## src/rtl/ser_stat_pkg.sv

```systemverilog
package ser_stat_pkg;
  localparam int unsigned WORD_W   = 32;
  localparam int unsigned POS_OVR  = 5;
  localparam int unsigned POS_CTS  = 4;
  localparam int unsigned POS_LBRK = 3;
  localparam int unsigned POS_TRDY = 2;
  localparam int unsigned POS_TALL = 1;
  localparam int unsigned POS_SBRK = 0;
  localparam int unsigned USED_W   = 6;
  localparam int unsigned N_STICKY = 2;
  typedef enum logic [0:0] {STK_OVR = 1'b0, STK_BRK = 1'b1} sticky_e;
endpackage

```

## src/rtl/ser_stat_sync.sv

```systemverilog
module ser_stat_sync #(
  parameter int unsigned STAGES = 2
) (
  input  logic clk,
  input  logic rst_n,
  input  logic d_i,
  output logic q_o
);
  logic [STAGES-1:0] chain;
  always_ff @(posedge clk or negedge rst_n) begin
    if (!rst_n) chain <= '0;
    else        chain <= {chain[STAGES-2:0], d_i};
  end
  assign q_o = chain[STAGES-1];
endmodule

```

## src/rtl/ser_stat_flag.sv

```systemverilog
// One status flag with set priority. CLR_ON_ZERO selects whether the
// clear comes from a written 0 (sticky) or from a hardware pulse (live).
module ser_stat_flag #(
  parameter bit CLR_ON_ZERO = 1'b1
) (
  input  logic clk,
  input  logic rst_n,
  input  logic set_i,
  input  logic clr_i,
  input  logic wbit_i,
  output logic q_o
);
  logic clr_req;
  generate
    if (CLR_ON_ZERO) begin : g_w0c
      assign clr_req = clr_i & ~wbit_i;
    end else begin : g_hw
      logic unused_w;
      assign unused_w = wbit_i;
      assign clr_req  = clr_i;
    end
  endgenerate

  always_ff @(posedge clk or negedge rst_n) begin
    if (!rst_n)       q_o <= 1'b0;
    else if (set_i)   q_o <= 1'b1;
    else if (clr_req) q_o <= 1'b0;
  end
endmodule

```

## src/rtl/ser_stat_tx.sv

```systemverilog
module ser_stat_tx #(
  parameter int unsigned FIFO_DEPTH = 16,
  localparam int unsigned FREE_W = $clog2(FIFO_DEPTH + 1)
) (
  input  logic              clk,
  input  logic              rst_n,
  input  logic [FREE_W-1:0] free_i,
  input  logic              busy_i,
  output logic              ready_o,
  output logic              all_sent_o
);
  localparam logic [FREE_W-1:0] FULL_FREE = FREE_W'(FIFO_DEPTH);
  always_ff @(posedge clk or negedge rst_n) begin
    if (!rst_n) begin
      ready_o    <= 1'b1;
      all_sent_o <= 1'b1;
    end else begin
      ready_o    <= (free_i != '0);
      all_sent_o <= (free_i == FULL_FREE) && !busy_i;
    end
  end
endmodule

```

## src/rtl/ser_stat_reg.sv

```systemverilog
module ser_stat_reg
  import ser_stat_pkg::*;
#(
  parameter int unsigned FIFO_DEPTH = 16,
  parameter int unsigned SYNC_STAGES = 2,
  localparam int unsigned FREE_W = $clog2(FIFO_DEPTH + 1)
) (
  input  logic              clk,
  input  logic              rst_n,
  input  logic              ev_overrun,
  input  logic              ev_break,
  input  logic              ev_frame_ok,
  input  logic              cts_pin,
  input  logic [FREE_W-1:0] tx_free,
  input  logic              tx_shift_busy,
  input  logic              stat_wr,
  input  logic [WORD_W-1:0] stat_wdata,
  output logic [WORD_W-1:0] stat_rdata,
  output logic              irq
);
  logic [N_STICKY-1:0] stk_set, stk_wbit, stk_q;
  logic cts_s, live_brk, trdy, tall;

  assign stk_set[STK_OVR]  = ev_overrun;
  assign stk_set[STK_BRK]  = ev_break;
  assign stk_wbit[STK_OVR] = stat_wdata[POS_OVR];
  assign stk_wbit[STK_BRK] = stat_wdata[POS_SBRK];

  // sticky write-zero-to-clear flags
  generate
    for (genvar i = 0; i < N_STICKY; i++) begin : g_stk
      ser_stat_flag #(.CLR_ON_ZERO(1'b1)) u_flag (
        .clk(clk), .rst_n(rst_n), .set_i(stk_set[i]), .clr_i(stat_wr),
        .wbit_i(stk_wbit[i]), .q_o(stk_q[i]));
    end
  endgenerate

  // live break, cleared by a good frame
  ser_stat_flag #(.CLR_ON_ZERO(1'b0)) u_live (
    .clk(clk), .rst_n(rst_n), .set_i(ev_break), .clr_i(ev_frame_ok),
    .wbit_i(1'b0), .q_o(live_brk));


  ser_stat_sync #(.STAGES(SYNC_STAGES)) u_cts (
    .clk(clk), .rst_n(rst_n), .d_i(cts_pin), .q_o(cts_s));


  ser_stat_tx #(.FIFO_DEPTH(FIFO_DEPTH)) u_tx (
    .clk(clk), .rst_n(rst_n), .free_i(tx_free), .busy_i(tx_shift_busy),
    .ready_o(trdy), .all_sent_o(tall));

  always_comb begin
    stat_rdata           = '0;
    stat_rdata[POS_OVR]  = stk_q[STK_OVR];
    stat_rdata[POS_CTS]  = cts_s;
    stat_rdata[POS_LBRK] = live_brk;
    stat_rdata[POS_TRDY] = trdy;
    stat_rdata[POS_TALL] = tall;
    stat_rdata[POS_SBRK] = stk_q[STK_BRK];
  end

  assign irq = |stk_q;
endmodule

```

## config.mk

```make
export PLATFORM = sky130hd
export DESIGN_NAME = ser_stat_reg
export DESIGN_NICKNAME = d
export VERILOG_FILES = /design/src/rtl/ser_stat_pkg.sv /design/src/rtl/ser_stat_sync.sv /design/src/rtl/ser_stat_flag.sv /design/src/rtl/ser_stat_tx.sv /design/src/rtl/ser_stat_reg.sv
export SDC_FILE = /design/constraint.sdc
export NUM_CORES = 1
export LEC_CHECK = 0
export ABC_AREA = 1
export BUFFER_PORTS_ARGS = -buffer_cell sky130_fd_sc_hd__buf_2
export CORE_UTILIZATION = 25
export CTS_CLUSTER_SIZE = 30
export DETAILED_ROUTE_END_ITERATION = 12
export GPL_ROUTABILITY_DRIVEN = 0
export PLACE_DENSITY_LB_ADDON = 0.25
export SETUP_SLACK_MARGIN = 0.1
export SYNTH_ARGS = -nofsm -noshare
export SYNTH_HDL_FRONTEND = slang
export SYNTH_SLANG_ARGS = --single-unit
```

## constraint.sdc

```tcl
create_clock -name clk -period 0.8 [get_ports clk]
set_input_delay 0.08 -clock clk [delete_from_list [all_inputs] [get_ports clk]]
set_output_delay 0.08 -clock clk [all_outputs]
set_load 0.01 [all_outputs]
```

# Word-level counts from Yosys, hierarchy flattened
# Cells that the tools add are included.
# W data, S select, Z words.
[totals] register_bits=7 out_inout_bits=33 word_cells=24
[op_classes] n_eq_ne=1 muxes=6 bitwise=4 reduce_logical=7
[ops] cell="$mux W1" n=6
[ops] cell="$reduce_bool A2 Y1" n=3
[ops] cell="$eq A5 B5 Y1 const B" n=1
[ops] cell="$reduce_bool A5 Y1" n=1
[ops] cell="$and A1 B1 Y1" n=2
[ops] cell="$not A1 Y1" n=2
[ops] cell="$reduce_or A2 Y1" n=1
[ops] cell="$logic_and A1 B1 Y1" n=1
[ops] cell="$logic_not A1 Y1" n=1

# Depth between registers and ports, before layout
[depth] depth_word=4 ltp_mapped=4

# Cells and area by module
# Synthesis repeated with hierarchy kept, for this count alone.
[hier_totals] cells_unflattened=62 hier_area_um2=500.5
[by_module_without_submodules] module="ser_stat_reg" n_inst=1 cells_per_inst=34 area_per_inst_um2=240.2
[by_module_without_submodules] module="ser_stat_flag at g_stk[0].u_flag ..." n_inst=2 cells_per_inst=6 area_per_inst_um2=43.8
[by_module_without_submodules] module="ser_stat_tx" n_inst=1 cells_per_inst=9 area_per_inst_um2=82.6
[by_module_without_submodules] module="ser_stat_sync" n_inst=1 cells_per_inst=2 area_per_inst_um2=50.0
[by_module_without_submodules] module="ser_stat_flag at u_live" n_inst=1 cells_per_inst=5 area_per_inst_um2=40.0

# Worst setup path before layout
# Ideal clock, no wire load.
[synth_timing] path_kind="register -> output" startpoint="register g_stk[0].u_flag.q_o" endpoint="output port irq" t_arrival_ps=619 required_ps=720 slack_ps=101 stages_incl_launch_ff=2 n_path_buf=0 cell_sequence="dfrtp_1 or2_1"
[synth_via] elab_chain_cells=1
[synth_lines] item="start, declared" line="ser_stat_flag.sv:11" text="output logic q_o"
[synth_lines] item="start signal, assigned" line="ser_stat_flag.sv:25" text="if (!rst_n) q_o <= 1'b0;"
[synth_lines] item="start signal, assigned" line="ser_stat_flag.sv:26" text="else if (set_i) q_o <= 1'b1;"
[synth_lines] item="start signal, assigned" line="ser_stat_flag.sv:27" text="else if (clr_req) q_o <= 1'b0;"
[synth_lines] item="$reduce_or A2 Y1" line="ser_stat_reg.sv:62" text="assign irq = |stk_q;"
[synth_lines] item="end, declared" line="ser_stat_reg.sv:19" text="output logic irq"
# Every way passes these cells.

# Final worst setup path
# Same ends and word-level chain as after synthesis.

==> qor.txt <==
#FFs+latches synth: 7
number of global-route vias before repair: 258
proportion of layout cells with a drive suffix above 1: 35.4%
clk buf depth: 2
area of the core: 0.00180 mm²
failing checks: negative setup slack
critical path peak fanout: 2
fin worst setup slack: -0.245 ns
Hold WC Path Type: primary input to flip-flop
Worst VDD drop: 480 µV
Post-route DRC: 0
clk slew on worst S/H paths: 0.05 ns
max-slew violation count: 0
status: finished with violations
Yosys top cell area share: 47.6%
Root Driver: clkbuf_4
Synth Cell Area: 504 µm²
syn_area_per_cell: 8.40 µm²
CP startpoint kind: flip-flop
Vias per Instance: 3.07
Leak Pwr: 0.345 nW
Worst Setup End Kind: primary output
routed vias: 329
ANT cells: 0
WS Path Type: flip-flop to primary output
yosys warns: 0
Skew-Pair Late Insertion Delay: 0.24 ns
overall routed net length: 651 µm
largest net degree at the start of global routing: 8
sequential power share: 44.2%
Psw: 0.000225 W
Fin. Hold Viols: 0
Clock Power Share: 35.2%
Logic pwr share: 20.6%
Sw Share: 26.1%
period utilisation layout: 131%
Worst Path Arrival: 0.97 ns
routed len/inst: 6.08 µm
H-tree depth: 1
clk sink count: 7
setup violators final: 7
fin crit period: 1.05 ns
CTS buffer count: 3
Synth area leaders: buf_4 48%, dfrtp_1 25%, dfstp_2 10%
PortBufs: 21
post-route ant nets: 0
Die ar.: 0.00220 mm²
row cnt: 15
register area share after synthesis: 35.2%
placed cell area: 502 µm²
Worst Path Required: 0.72 ns
drt pass-1 iters: 1
# IOs: 78
FMAX: 957 MHz
Power Internal: 0.000636 W
Remaining Overflow, GRT: 0
die width: 46.9 µm
Post-DP HPWL: 546 µm
final instance area: 593 µm²
Max Cap Violations: 0
clk_skew: 0.0000686 ns
Area growth, synth to finish: 17.6%
total negative slack: -0.815 ns
gate count after technology mapping: 60
antenna violations before repair: 0
GRT Util Overall: 6.32%
Starting Density: 28.0%
PwrDens: 1450 mW/mm²
Die Ht: 46.9 µm
DR iter-0 viols: 0
fillers: 194
RSZ-0062 raised after global routing: yes
most area-hungry cell type in the Yosys netlist: buf_4
CTS tree: done
first-pass GRT wire length: 931 µm
Layout Nets: 128
Distinct cells, synth: 10
==> layout by cell type, fill, tap and decap left out <==
cell type / netlist / routed
buf_2: 0 / 16
buf_4: 32 / 1
buf_6: 0 / 6
clkbuf_1: 0 / 1
clkbuf_4: 0 / 3
conb_1: 1 / 26
dfrtp_1: 5 / 5
dfstp_2: 2 / 2
dlygate4sd3_1: 0 / 2
inv_1: 6 / 6
nand2_1: 8 / 7
nand2_2: 0 / 1
nand3b_1: 1 / 1
nor2_1: 3 / 3
o21ai_0: 1 / 1
or2_1: 1 / 1
==> flip-flops by register name, indices dropped and copies added (netlist names) <==
| name | flops |
|---|---|
| g_stk.u_flag.q_o | 2 |
| u_cts.chain | 2 |
| u_live.q_o | 1 |
| u_tx.all_sent_o | 1 |
| u_tx.ready_o | 1 |
==> per-stage QoR <==
step / total power, W / hold slack [ns] / utilization (%) / setup WS [ns] / instances
final: 0.000861 / 0.0208 / 32.9 / -0.245 / 107
after global routing: 0.000941 / 0.0220 / 32.9 / -0.286 / 107
after CTS: 0.000873 / 0.0124 / 32.2 / -0.257 / 107
after detailed placement: 0.000531 / -0.0796 / 27.8 / 0.00272 / 100
after global placement: 0.000530 / -0.0786 / 27.8 / 0.0154 / 100
after floorplan: 0.000581 / -0.216 / - / 0.101 / 85
==> logic make-up after synthesis <==
group / share of synthesized area [%]
buffers and inverters: 52.1
AND/OR/NAND/NOR: 10.9
flip-flops: 35.2
AO/OA/AOI/OAI: 0.992
other: 0.744
==> power groups by stage <==
stage / clock network [W] / logic (W) / registers [W]
2_1_floorplan: 0 / 0.000197 / 0.000384
3_3_place_gp: 0 / 0.000145 / 0.000384
3_5_place_dp: 0 / 0.000146 / 0.000385
4_1_cts: 0.000324 / 0.000170 / 0.000379
5_1_grt: 0.000354 / 0.000206 / 0.000381
6_report: 0.000303 / 0.000177 / 0.000380
==> final timing paths <==
path	start	endpoint	cells past startpoint	slack [ns]
max	g_stk[0].u_flag.q_o$_DFFE_PN0P_	irq	2	-0.25
min in group asynchronous	rst_n	g_stk[0].u_flag.q_o$_DFFE_PN0P_	2	0.19
max in group asynchronous	rst_n	u_tx.ready_o$_DFF_PN1_	2	0.38
min	tx_shift_busy	u_tx.all_sent_o$_DFF_PN1_	4	0.02
max reg2reg	g_stk[0].u_flag.q_o$_DFFE_PN0P_	g_stk[0].u_flag.q_o$_DFFE_PN0P_	3	0.09
min reg2reg	u_cts.chain[0]$_DFF_PN0_	u_cts.chain[1]$_DFF_PN0_	0	0.34
==> cell type report <==
| cell class | instances | area (µm²) | area share (%) |
|---|---|---|---|
| clock buffers | 4 | 26.3 | 4.43 |
| inverters | 6 | 22.5 | 3.80 |
| multi-input cells | 40 | 160 | 27.0 |
| flip-flops and latches | 7 | 178 | 30.0 |
| well taps | 25 | 31.3 | 5.27 |
| repair buffers | 25 | 175 | 29.5 |
==> cells in the mapped netlist <==
library cell and number:
buf_4 32, conb_1 1, dfrtp_1 5, dfstp_2 2, inv_1 6, nand2_1 8, nand3b_1 1, nor2_1 3
o21ai_0 1, or2_1 1
==> what timing repair did <==
item,CTS,global route
endpoints found under the setup margin,8,9
resized for setup,4,3
pin swaps,1,1
endpoints found under the hold margin,8,0
setup buffers,1,0
hold buffers,2,0
==> routing by layer <==
metal  up-vias  GRT usage [%]  wire length (µm)
met2        21           10.3               375
met4         0           6.29                 0
li1        160              -                 -
met5         -              0                 0
met3         0           2.69                69
met1       148           5.80               207
==> worst max-delay path: stages (launching register included) <==
cell and delay [ns]:
dfrtp_1 0.37, or2_1 0.22, buf_2 0.14
Note: power is estimated with default switching activity, not from simulation.
